$ cat src/rtl/i2c_unstick_pkg.sv
package i2c_unstick_pkg;
    typedef enum logic [3:0] {
        ST_IDLE,
        ST_PREP,
        ST_LOW,
        ST_HIGH,
        ST_SETTLE,
        ST_DUMMY,
        ST_CHECK,
        ST_MISS,
        ST_PWROFF
    } unstick_state_e;
endpackage

$ cat src/rtl/unstick_sync.sv
module unstick_sync #(
    parameter int W      = 2,
    parameter int STAGES = 2
) (
    input  logic         clk,
    input  logic         rst_n,
    input  logic [W-1:0] d_i,
    output logic [W-1:0] q_o
);
    logic [STAGES-1:0][W-1:0] pipe_d, pipe_q;

    for (genvar g = 0; g < STAGES; g++) begin : g_stage
        if (g == 0) begin : g_first
            assign pipe_d[g] = d_i;
        end else begin : g_next
            assign pipe_d[g] = pipe_q[g-1];
        end
    end

    always_ff @(posedge clk or negedge rst_n) begin
        if (!rst_n) pipe_q <= '1;
        else        pipe_q <= pipe_d;
    end

    assign q_o = pipe_q[STAGES-1];
endmodule

$ cat src/rtl/unstick_timer.sv
module unstick_timer #(
    parameter int TW = 8
) (
    input  logic          clk,
    input  logic          rst_n,
    input  logic          load_i,
    input  logic [TW-1:0] val_i,
    output logic          zero_o
);
    logic [TW-1:0] cnt_d, cnt_q;

    always_comb begin
        cnt_d = cnt_q;
        if (load_i)           cnt_d = val_i;
        else if (cnt_q != '0) cnt_d = cnt_q - 1'b1;
    end

    always_ff @(posedge clk or negedge rst_n) begin
        if (!rst_n) cnt_q <= '0;
        else        cnt_q <= cnt_d;
    end

    assign zero_o = (cnt_q == '0);
endmodule

$ cat src/rtl/i2c_unstick.sv
module i2c_unstick
    import i2c_unstick_pkg::*;
#(
    parameter int         CLK_HZ      = 100_000_000,
    parameter int         PHASE_US    = 5,
    parameter int         PWROFF_MS   = 100,
    parameter int         RETRIES     = 3,
    parameter int         NUM_PULSES  = 8,
    parameter logic [6:0] DEV_ADDR    = 7'h1A,
    parameter int         SYNC_STAGES = 2
) (
    input  logic       clk,
    input  logic       rst_n,
    input  logic       start_i,
    input  logic       resume_i,
    input  logic       scl_i,
    input  logic       sda_i,
    output logic       scl_oe_o,
    output logic       sda_oe_o,
    output logic       pad_sel_o,
    output logic       rd_req_o,
    output logic [6:0] rd_addr_o,
    input  logic       rd_done_i,
    input  logic       rd_ack_i,
    output logic       slave_pwr_en_o,
    output logic       busy_o,
    output logic       done_o,
    output logic       fail_o
);
    localparam int PHASE_RAW = (CLK_HZ / 1_000_000) * PHASE_US;
    localparam int PHASE_CYC = (PHASE_RAW < 1) ? 1 : PHASE_RAW;
    localparam int OFF_RAW   = (CLK_HZ / 1000) * PWROFF_MS;
    localparam int OFF_CYC   = (OFF_RAW < 1) ? 1 : OFF_RAW;
    localparam int MAX_CYC   = (OFF_CYC > PHASE_CYC) ? OFF_CYC : PHASE_CYC;
    localparam int TW        = $clog2(MAX_CYC + 1);
    localparam int TRW       = (RETRIES > 1) ? $clog2(RETRIES) : 1;
    localparam int PCW       = (NUM_PULSES > 1) ? $clog2(NUM_PULSES) : 1;

    typedef struct packed {
        unstick_state_e    state;
        logic [TRW-1:0]    tries;
        logic [PCW-1:0]    pulses;
        logic              post_pwr;
        logic              done;
        logic              fail;
    } regs_t;

    regs_t         r_d, r_q;
    logic          tmr_load, tmr_zero;
    logic [TW-1:0] tmr_val;
    logic [1:0]    pads_s;
    logic          bus_stuck;

    unstick_sync #(.W(2), .STAGES(SYNC_STAGES)) u_sync (
        .clk(clk), .rst_n(rst_n), .d_i({scl_i, sda_i}), .q_o(pads_s)
    );

    unstick_timer #(.TW(TW)) u_timer (
        .clk(clk), .rst_n(rst_n), .load_i(tmr_load), .val_i(tmr_val), .zero_o(tmr_zero)
    );

    // stuck: SCL released yet SDA held low
    assign bus_stuck = pads_s[1] && !pads_s[0];

    always_comb begin
        r_d      = r_q;
        r_d.done = 1'b0;
        r_d.fail = 1'b0;
        tmr_load = 1'b0;
        tmr_val  = TW'(PHASE_CYC - 1);
        unique case (r_q.state)
            ST_IDLE: if (start_i || resume_i) begin
                r_d.state    = ST_PREP;
                r_d.tries    = '0;
                r_d.pulses   = '0;
                r_d.post_pwr = 1'b0;
                tmr_load     = 1'b1;
            end
            ST_PREP: if (tmr_zero) begin
                r_d.state = ST_LOW;
                tmr_load  = 1'b1;
            end
            ST_LOW: if (tmr_zero) begin
                r_d.state = ST_HIGH;
                tmr_load  = 1'b1;
            end
            ST_HIGH: if (tmr_zero) begin
                tmr_load = 1'b1;
                if (r_q.pulses == PCW'(NUM_PULSES - 1)) begin
                    r_d.state  = ST_SETTLE;
                    r_d.pulses = '0;
                end else begin
                    r_d.state  = ST_LOW;
                    r_d.pulses = r_q.pulses + 1'b1;
                end
            end
            ST_SETTLE: if (tmr_zero) begin
                r_d.state = bus_stuck ? ST_MISS : ST_DUMMY;
            end
            ST_DUMMY: if (rd_done_i) begin
                r_d.state = ST_CHECK;
            end
            ST_CHECK: if (rd_done_i) begin
                if (rd_ack_i) begin
                    r_d.state = ST_IDLE;
                    r_d.done  = 1'b1;
                end else begin
                    r_d.state = ST_MISS;
                end
            end
            ST_MISS: begin
                if (r_q.post_pwr) begin
                    r_d.state = ST_IDLE;
                    r_d.fail  = 1'b1;
                end else if (r_q.tries == TRW'(RETRIES - 1)) begin
                    r_d.state = ST_PWROFF;
                    tmr_load  = 1'b1;
                    tmr_val   = TW'(OFF_CYC - 1);
                end else begin
                    r_d.state  = ST_PREP;
                    r_d.tries  = r_q.tries + 1'b1;
                    r_d.pulses = '0;
                    tmr_load   = 1'b1;
                end
            end
            ST_PWROFF: if (tmr_zero) begin
                r_d.state    = ST_PREP;
                r_d.post_pwr = 1'b1;
                r_d.pulses   = '0;
                tmr_load     = 1'b1;
            end
            default: r_d.state = ST_IDLE;
        endcase
    end

    always_ff @(posedge clk or negedge rst_n) begin
        if (!rst_n) r_q <= '0;
        else        r_q <= r_d;
    end

    assign busy_o         = (r_q.state != ST_IDLE);
    assign pad_sel_o      = !(r_q.state inside {ST_PREP, ST_LOW, ST_HIGH, ST_SETTLE});
    assign scl_oe_o       = (r_q.state == ST_LOW);
    assign sda_oe_o       = 1'b0;
    assign rd_req_o       = (r_q.state inside {ST_DUMMY, ST_CHECK});
    assign rd_addr_o      = DEV_ADDR;
    assign slave_pwr_en_o = (r_q.state != ST_PWROFF);
    assign done_o         = r_q.done;
    assign fail_o         = r_q.fail;

    assert_end_pulse_excl_R11: assert property (@(posedge clk) disable iff (!rst_n)
        !(done_o && fail_o));
    assert_done_after_busy_R7: assert property (@(posedge clk) disable iff (!rst_n)
        done_o |-> ($past(busy_o) && !busy_o));
    assert_pwr_off_busy_R8: assert property (@(posedge clk) disable iff (!rst_n)
        !slave_pwr_en_o |-> busy_o);
    assert_read_handback_R4: assert property (@(posedge clk) disable iff (!rst_n)
        rd_req_o |-> pad_sel_o);
    assert_scl_direct_only_R4: assert property (@(posedge clk) disable iff (!rst_n)
        scl_oe_o |-> !pad_sel_o);
    assert_fail_after_busy_R9: assert property (@(posedge clk) disable iff (!rst_n)
        fail_o |-> $past(busy_o));
endmodule

$ cat config.mk
export PLATFORM = sky130hd
export DESIGN_NAME = i2c_unstick
export DESIGN_NICKNAME = d
export VERILOG_FILES = /design/src/rtl/i2c_unstick_pkg.sv /design/src/rtl/unstick_sync.sv /design/src/rtl/unstick_timer.sv /design/src/rtl/i2c_unstick.sv
export SDC_FILE = /design/constraint.sdc
export NUM_CORES = 1
export LEC_CHECK = 0
export BUFFER_PORTS_ARGS = -buffer_cell sky130_fd_sc_hd__buf_4
export CAP_MARGIN = 20
export CORE_AREA = 2 2 75 106
export DETAILED_ROUTE_END_ITERATION = 8
export DIE_AREA = 0 0 77 108
export HOLD_SLACK_MARGIN = 0.06
export MAX_ROUTING_LAYER = met4
export SLEW_MARGIN = 20
export SYNTH_ARGS = -nofsm -noshare
export SYNTH_HDL_FRONTEND = slang
export SYNTH_HIERARCHICAL = 1
export SYNTH_SLANG_ARGS = --single-unit
$ cat constraint.sdc
create_clock -name clk -period 5 [get_ports clk]
set_input_delay 1 -clock clk [delete_from_list [all_inputs] [get_ports clk]]
set_output_delay 1 -clock clk [all_outputs]
set_load 0.1 [all_outputs]
==> results_dict.tcl, run 1 <==
set metrics [dict create \
    outcome "stopped before the end" \
    lastStage "detailed routing" \
    tool.error "[ERROR DRT-0255] Maze Route cannot find path of net clk in worker of routeBox ( 48300 0 ) ( 77000 48300 )." \
    holdBufCountCts 0 \
    synth_area_leader_cell "dfrtp_1" \
    yosys_register_bits 40 \
    grt_pass1_wl_microns 8720 \
    ys_seq_area_share_pct 40.0 \
    synthXorXnorAreaFrac_pct 5.92 \
    cts_made_buffers 5 \
    initial_utilization_pct 34.4 \
    muxShareOfSynthArea_pct 5.72 \
    clock-root-buffer "clkbuf_8" \
    clk_path_buf_depth 2 \
    yosys_most_used_dff "dfrtp_1" \
    clock_sinks 40 \
    ios 23 \
    synth_top_family_by_area "simple AND/OR/NAND/NOR gates" \
    dp_slack_ns 1.81 \
    synth_top_area_share_pct 35.8 \
    synthCells 269 \
    gr-usage-all-layers_pct 13.5 \
    antenna_found_initial 0 \
    synth_edf_count 0 \
    ys_async_sr_fraction_pct 100 \
    synth_cell_type_count 62 \
    first_global_vias 1903 \
    post_cts_buffers 0 \
    cts_max_level 2 \
    gr-total-overflow 0 \
    synth_compound_area_share_pct 15.6 \
    syn-mean-instance-area_sq_um 9.35 \
    synthAdderAreaFrac_pct 2.49 \
    ys.warnings.count 6 \
    grt_max_degree 41 \
    synthSimpleGateAreaFrac_pct 23.0 \
    dieHeight_microns 108 \
    cts-resized-gates 0 \
    netlist_area_sq_um 2510 \
    place_congestion 0.831 \
    rows 37 \
    fp.dieW_microns 77 \
    place_hpwl_microns 3630 \
    yosys-top-cells-area "dfrtp_1, nand2_1, o21ai_0" \
    port_buffers 14 \
]
synth_stat cells (all sizes together), types with 2 or more instances:
cell / instances
a21oi: 10
a311oi: 3
a31oi: 2
and3: 3
buf: 14
clkbuf: 7
conb: 2
dfrtp: 36
dfstp: 4
ha: 5
inv: 11
mux2: 8
mux2i: 5
nand2: 32
nand2b: 3
nand3: 5
nand4: 2
nor2: 18
nor3: 13
nor3b: 2
nor4: 4
nor4b: 2
o21ai: 23
o31ai: 7
or3: 5
or4: 7
xnor2: 6
xor2: 11
layer usage:
metal and GRT usage [%]:
met5 -, met4 6.76, met3 2.75, met2 23.6, met1 14.6
per-stage QoR:
step                      area [sq um]  hold WS [ns]  cells
after floorplan                   2590         0.345    288
after CTS                         2780         0.363    387
after global placement            2690         0.350    379
after global routing              2780         0.368    387
after detailed placement          2690         0.351    379
cells by family after synthesis:
kind of cell	count (synthesis)
buffers and inverters	32
other	2
multiplexers	13
AO/OA/AOI/OAI	57
XOR/XNOR	17
flip-flops	40
AND/OR/NAND/NOR	103
adder cells (fa/ha/maj)	5
==> run 2, diff against run 1 <==
--- a/config.mk
+++ b/config.mk
@@ -7,11 +7,10 @@
 export LEC_CHECK = 0
 export BUFFER_PORTS_ARGS = -buffer_cell sky130_fd_sc_hd__buf_4
 export CAP_MARGIN = 20
-export CORE_AREA = 2 2 75 106
+export CORE_AREA = 2 2 116 118
 export DETAILED_ROUTE_END_ITERATION = 8
-export DIE_AREA = 0 0 77 108
-export HOLD_SLACK_MARGIN = 0.06
-export MAX_ROUTING_LAYER = met4
+export DIE_AREA = 0 0 118 120
+export PLACE_DENSITY_LB_ADDON = 0.15
 export SLEW_MARGIN = 20
 export SYNTH_ARGS = -nofsm -noshare
 export SYNTH_HDL_FRONTEND = slang
==> run 2 against run 1 <==
Compared with the run above:
- the run now ends clean
- synthesized area stayed put
- synthesized cell count stayed put
- global-route usage is 4.6 points lower
==> results_dict.tcl, run 2 <==
set metrics [dict create \
    rows 42 \
    r2r_end "u_timer/cnt_q[12]" \
    wl_microns 5770 \
    synth_edf_count 0 \
    regMostFlops "u_timer/cnt_q" \
    stdcell_area_sq_um 2940 \
    place_congestion 0.744 \
    worst-r2r-cell-count 10 \
    synth_cell_type_count 62 \
    switchingPower_w 0.000653 \
    detail_route.iter0.violations 69 \
    final_common_cell "dfrtp_1" \
    fin_tns_setup_ns 0 \
    worstPathRequired_ns 5.17 \
    switching_share_pct 42.4 \
    critPathArrivalTime_ns 3.49 \
    yosys_most_used_dff "dfrtp_1" \
    largest_register_ffs 24 \
    outcome "finished, final reports clean" \
    synth_area_leader_cell "dfrtp_1" \
    clock_power_share_pct 21.3 \
    min_period_ns 3.32 \
    core_sq_um 13000 \
    setup_slack_ns 1.68 \
    cts-resized-gates 0 \
    place_hpwl_microns 4030 \
    r2r_start "u_timer/cnt_q[12]" \
    cts_made_buffers 5 \
    hold_class "flop to flop" \
    final_antenna_net_count 0 \
    netlist_area_sq_um 2510 \
    drive_above_1_share_pct 16.2 \
    dr.pass1.iters 4 \
    report.final.setup_viol 0 \
    final_cell_mix "dfrtp_1, nand2_1, o21ai_0, conb_1, nor2_1" \
    grt_pass1_wl_microns 10000 \
    drv_cap 0 \
    fp.dieW_microns 118 \
    hold_end "u_sync/q_o[1]" \
    clock-root-buffer "clkbuf_16" \
    crit_path_max_incr_delay_ns 0.52 \
    initial_utilization_pct 19.4 \
    ys_async_sr_fraction_pct 100 \
    power.density_nw_per_um2 524 \
    ios 23 \
    clk-insertion-delay-late_ns 0.29 \
    crit_path_max_fanout 35 \
    synth_common_cells "dfrtp_1, nand2_1, o21ai_0" \
    path_class "flop to flop" \
    cts_tree "built" \
    die-area_sq_um 14200 \
    pwr-share-seq_pct 39.2 \
    place_area_sq_um 2790 \
    cts_max_level 2 \
    ys.warnings.count 6 \
    yosys-top-cells-area "dfrtp_1, nand2_1, o21ai_0" \
    cp_common_cell "inv_1" \
    r2r_setup_slack_ns 1.68 \
    antenna_found_initial 0 \
    final_hold_viol_count 0 \
    internal_power_w 0.000888 \
    reg.largest.list "u_timer/cnt_q x24, r_q x10" \
    first_global_vias 1873 \
    clock_sinks 40 \
    cp_top_family "simple AND/OR/NAND/NOR gates" \
    syn-mean-instance-area_sq_um 9.35 \
    vias_per_cell 4.10 \
    peakVddDrop_uv 155 \
    grt_max_degree 41 \
    worstMarginPinSlew_ns 0.560 \
    crit_buf_inv 3 \
    clock.fmax_mhz 301 \
    rsz0062_at_grt "false" \
    power.leakage_nw 1.18 \
    critPathSlowestCell "nor2_1" \
    skew_ns 0.00815 \
    startpoint_type "flop" \
    relSlewSlack_pct 62.7 \
    clk_path_buf_depth 2 \
    syn_to_final_growth_pct 16.8 \
    drc 0 \
    fin_nets 302 \
    final.period_utilization_pct 66.4 \
    antenna_cells 0 \
    cp-end-kind "flop" \
    post_cts_buffers 0 \
    ys_seq_area_share_pct 40.0 \
    synth_top_area_share_pct 35.8 \
    gr-total-overflow 0 \
    synth.most_common_cell "dfrtp_1" \
    gr-usage-all-layers_pct 8.87 \
    yosys_register_bits 40 \
    dieHeight_microns 120 \
    clk_pin_slew_worst_paths_ns 0.06 \
    path_cells "nor4_4 > nand4b_1 > nor2_1 > inv_1 > nor3_1 > a21oi_1 > o21bai_2 > buf_4 > inv_1 > mux2_2" \
    pwr-share-comb_pct 39.4 \
    holdBufCountCts 0 \
    dp_slack_ns 1.66 \
    synthCells 269 \
    wl_per_cell_microns 12.4 \
    min_from "u_sync/pipe_d[3]" \
    port_buffers 14 \
    maxSlewViolCount 0 \
    vias 1911 \
    hold_depth 0 \
]
-- run 2: cell counts after synthesis --
Identical to the previous run, type by type.
-- run 2: how the worst max path moves through the flow --
stage                            startpoint                 to  cells past startpoint
final                     u_timer/cnt_q[12]  u_timer/cnt_q[12]                     10
after global routing      u_timer/cnt_q[16]  u_timer/cnt_q[12]                     10
after CTS                 u_timer/cnt_q[12]  u_timer/cnt_q[12]                     10
after detailed placement  u_timer/cnt_q[12]  u_timer/cnt_q[12]                     10
after global placement    u_timer/cnt_q[12]  u_timer/cnt_q[12]                     10
after floorplan                      r_q[8]           scl_oe_o                      3
-- run 2: logic make-up (layout without fill, tap and decap cells) --
kind of cell	Yosys count	after routing	share of synthesized area (%)
and+or+nand+nor	103	103	23.0
AOI/OAI and AO/OA	57	57	15.6
DFF	40	40	40.0
buffers and inverters	32	34	6.97
xor gates and xnor gates	17	17	5.92
muxes	13	13	5.72
adders and majority gates	5	5	2.49
other	2	21	0.299
-- run 2: layout make-up --
cell class,instances,area [sq um]
Fill cell,1438,10000
Multi-Input combinational cell,216,1410
Sequential cell,40,1010
Tap cell,176,220
Clock buffer,6,139
Timing Repair Buffer,15,113
Inverter,11,41.3
Clock inverter,2,10.0
-- run 2: stage by stage --
stage	power, W	util (%)	cells	hold WS, ns
floorplan	0.00109	-	288	0.345
global placement	0.00122	21.5	458	0.349
detailed placement	0.00122	21.5	458	0.350
CTS	0.00156	22.6	466	0.359
global route	0.00167	22.6	466	0.367
finish	0.00154	22.6	466	0.357
-- run 2: per-layer routing --
layer | part of all wire, % | GRT usage, % | vias up | wire length, microns
met2 | 46 | 13.9 | 30 | 2630
li1 | - | - | 978 | -
met1 | 50 | 11.9 | 898 | 2890
met4 | 0.97 | 2.79 | 0 | 56
met5 | 0 | 0 | - | 0
met3 | 3.4 | 2.38 | 5 | 195
-- run 2: power by group through the flow --
stage | Sequential (W) | Clock, W | Combinational (W)
final | 0.000604 | 0.000329 | 0.000607
after global routing | 0.000626 | 0.000358 | 0.000685
after detailed placement | 0.000607 | 0 | 0.000617
after floorplan | 0.000556 | 0 | 0.000534
after global placement | 0.000610 | 0 | 0.000612
after CTS | 0.000604 | 0.000341 | 0.000617
No activity file was read; power rests on OpenSTA's default activity.
==> run 3, diff against run 2 <==
==> constraint.sdc (replaced) <==
create_clock -name clk -period 2.9 [get_ports clk]
set_input_delay 0.58 -clock clk [delete_from_list [all_inputs] [get_ports clk]]
set_output_delay 0.58 -clock clk [all_outputs]
set_load 0.1 [all_outputs]
==> run 3 against run 2 <==
Compared with the run above:
- critical path depth shrank 1
- die area unchanged
- first-iteration DRC count is 43% higher
- sequential share of layout area fell by 0.63 points
- non-clock buffer count grew 6
- critical endpoint is now u_timer/cnt_q[10]
==> results_dict.tcl, run 3 (synthesized netlist as in run 2, its figures left out) <==
set metrics [dict create \
    reg.largest.list "u_timer/cnt_q x24, r_q x10" \
    met1Wirelength_microns 3050 \
    pwr-share-seq_pct 38.4 \
    clk_path_buf_depth 2 \
    clk_pin_slew_worst_paths_ns 0.06 \
    vias 1919 \
    post_cts_buffers 0 \
    cts_made_buffers 5 \
    final_cell_mix "dfrtp_1, nand2_1, o21ai_0, conb_1, buf_4" \
    holdBufCountCts 0 \
    dp_slack_ns 0.338 \
    drive_above_1_share_pct 18.2 \
    min_period_ns 2.55 \
    startpoint_type "flop" \
    hold_class "input pin to asynchronous set/reset pin" \
    ios 23 \
    clock.fmax_mhz 393 \
    largest_register_ffs 24 \
    grt_pass1_wl_microns 9890 \
    grt_max_degree 41 \
    die-area_sq_um 14200 \
    total_power_w 0.00269 \
    critPathArrivalTime_ns 2.71 \
    pwr-share-comb_pct 39.8 \
    fp.dieW_microns 118 \
    path_class "flop to flop" \
    antenna_cells 0 \
    syn_to_final_growth_pct 19.0 \
    dieHeight_microns 120 \
    detail_route.iter0.violations 99 \
    routed.top_layer "met4" \
    worstPathRequired_ns 3.07 \
    clock-root-buffer "clkbuf_16" \
    place_hpwl_microns 4110 \
    final.period_utilization_pct 87.8 \
    cts-resized-gates 0 \
    r2r_setup_slack_ns 0.35 \
    initial_utilization_pct 19.4 \
    wl_met3_microns 198 \
    internal_power_w 0.00155 \
    crit_path_max_fanout 12 \
    relSlewSlack_pct 63.7 \
    r2r_end "u_timer/cnt_q[10]" \
    switchingPower_w 0.00114 \
    power.leakage_nw 1.21 \
    route.met2.wl_microns 2590 \
    skew_ns 0.00607 \
    dr.pass1.iters 4 \
    clock_power_share_pct 21.8 \
    fin_tns_setup_ns 0 \
    cts_max_level 2 \
    power.density_nw_per_um2 897 \
    clk-insertion-delay-late_ns 0.29 \
    antenna_found_initial 0 \
    setup_slack_ns 0.355 \
    port_buffers 14 \
    cp-end-kind "flop" \
    worst-r2r-cell-count 9 \
    gr-total-overflow 0 \
    cts_tree "built" \
    vias_per_cell 4.07 \
    final_hold_viol_count 0 \
    final_antenna_net_count 0 \
    wl_per_cell_microns 12.5 \
    maxSlewViolCount 0 \
    clock_sinks 40 \
    fin_util_pct 23.1 \
    regMostFlops "u_timer/cnt_q" \
    final_common_cell "dfrtp_1" \
    place_congestion 0.729 \
    core_sq_um 13000 \
    holdWs_ns 0.284 \
    report.final.setup_viol 0 \
    worstMarginPinSlew_ns 0.544 \
    first_global_vias 1953 \
    switching_share_pct 42.3 \
    outcome "finished, final reports clean" \
    peakVddDrop_uv 232 \
    rows 42 \
    drv_cap 0 \
    drc 0 \
    r2r_start "u_timer/cnt_q[8]" \
    fin_nets 308 \
    gr-usage-all-layers_pct 8.78 \
    rsz0062_at_grt "false" \
    wl_microns 5880 \
]
-- run 3: per-stage QoR --
step,instances,cell area (sq um)
3_5_place_dp,464,2840
3_3_place_gp,464,2840
6_report,472,2990
2_1_floorplan,288,2590
5_1_grt,472,2990
4_1_cts,472,2990
-- run 3: critical path, cell delays in order, from the launching register on --
cell and delay [ns]:
dfrtp_1 0.40, nor4_2 0.43, nand4_1 0.31, nor2_1 0.23
inv_1 0.08, nor3_1 0.17, a21oi_1 0.07, o21bai_2 0.17
inv_1 0.23, mux2_2 0.33
-- run 3: how the worst max path moves through the flow --
| stage | from | end | slack (ns) | depth (start not counted) |
|---|---|---|---|---|
| 6_report | u_timer/cnt_q[8] | u_timer/cnt_q[10] | 0.35 | 9 |
| 5_1_grt | u_timer/cnt_q[6] | u_timer/cnt_q[10] | 0.09 | 9 |
| 4_1_cts | u_timer/cnt_q[8] | u_timer/cnt_q[10] | 0.32 | 9 |
| 3_5_place_dp | u_timer/cnt_q[8] | u_timer/cnt_q[10] | 0.34 | 9 |
| 3_3_place_gp | u_timer/cnt_q[6] | u_timer/cnt_q[14] | 0.43 | 9 |
| 2_1_floorplan | u_timer/cnt_q[6] | u_timer/cnt_q[10] | 0.29 | 11 |
-- run 3: area by class of cell --
class | count | area [sq um]
Inverter | 11 | 41.3
Clock inverter | 2 | 15.0
Fill cell | 1419 | 9990
Multi-Input combinational cell | 216 | 1410
Timing Repair Buffer | 21 | 158
Sequential cell | 40 | 1010
Clock buffer | 6 | 139
Tap cell | 176 | 220
-- run 3: power by group through the flow --
stage / logic [W] / clock network [W] / registers, W
2_1_floorplan: 0.000925 / 0 / 0.000959
3_3_place_gp: 0.00108 / 0 / 0.00104
3_5_place_dp: 0.00108 / 0 / 0.00104
4_1_cts: 0.00108 / 0.000616 / 0.00103
5_1_grt: 0.00120 / 0.000634 / 0.00107
6_report: 0.00107 / 0.000586 / 0.00103
-- run 3: layer usage --
| metal | global-route usage (%) | vias to the layer above |
|---|---|---|
| li1 | - | 983 |
| met1 | 11.4 | 906 |
| met2 | 13.8 | 26 |
| met3 | 2.57 | 4 |
| met4 | 3.24 | 0 |
| met5 | 0 | - |
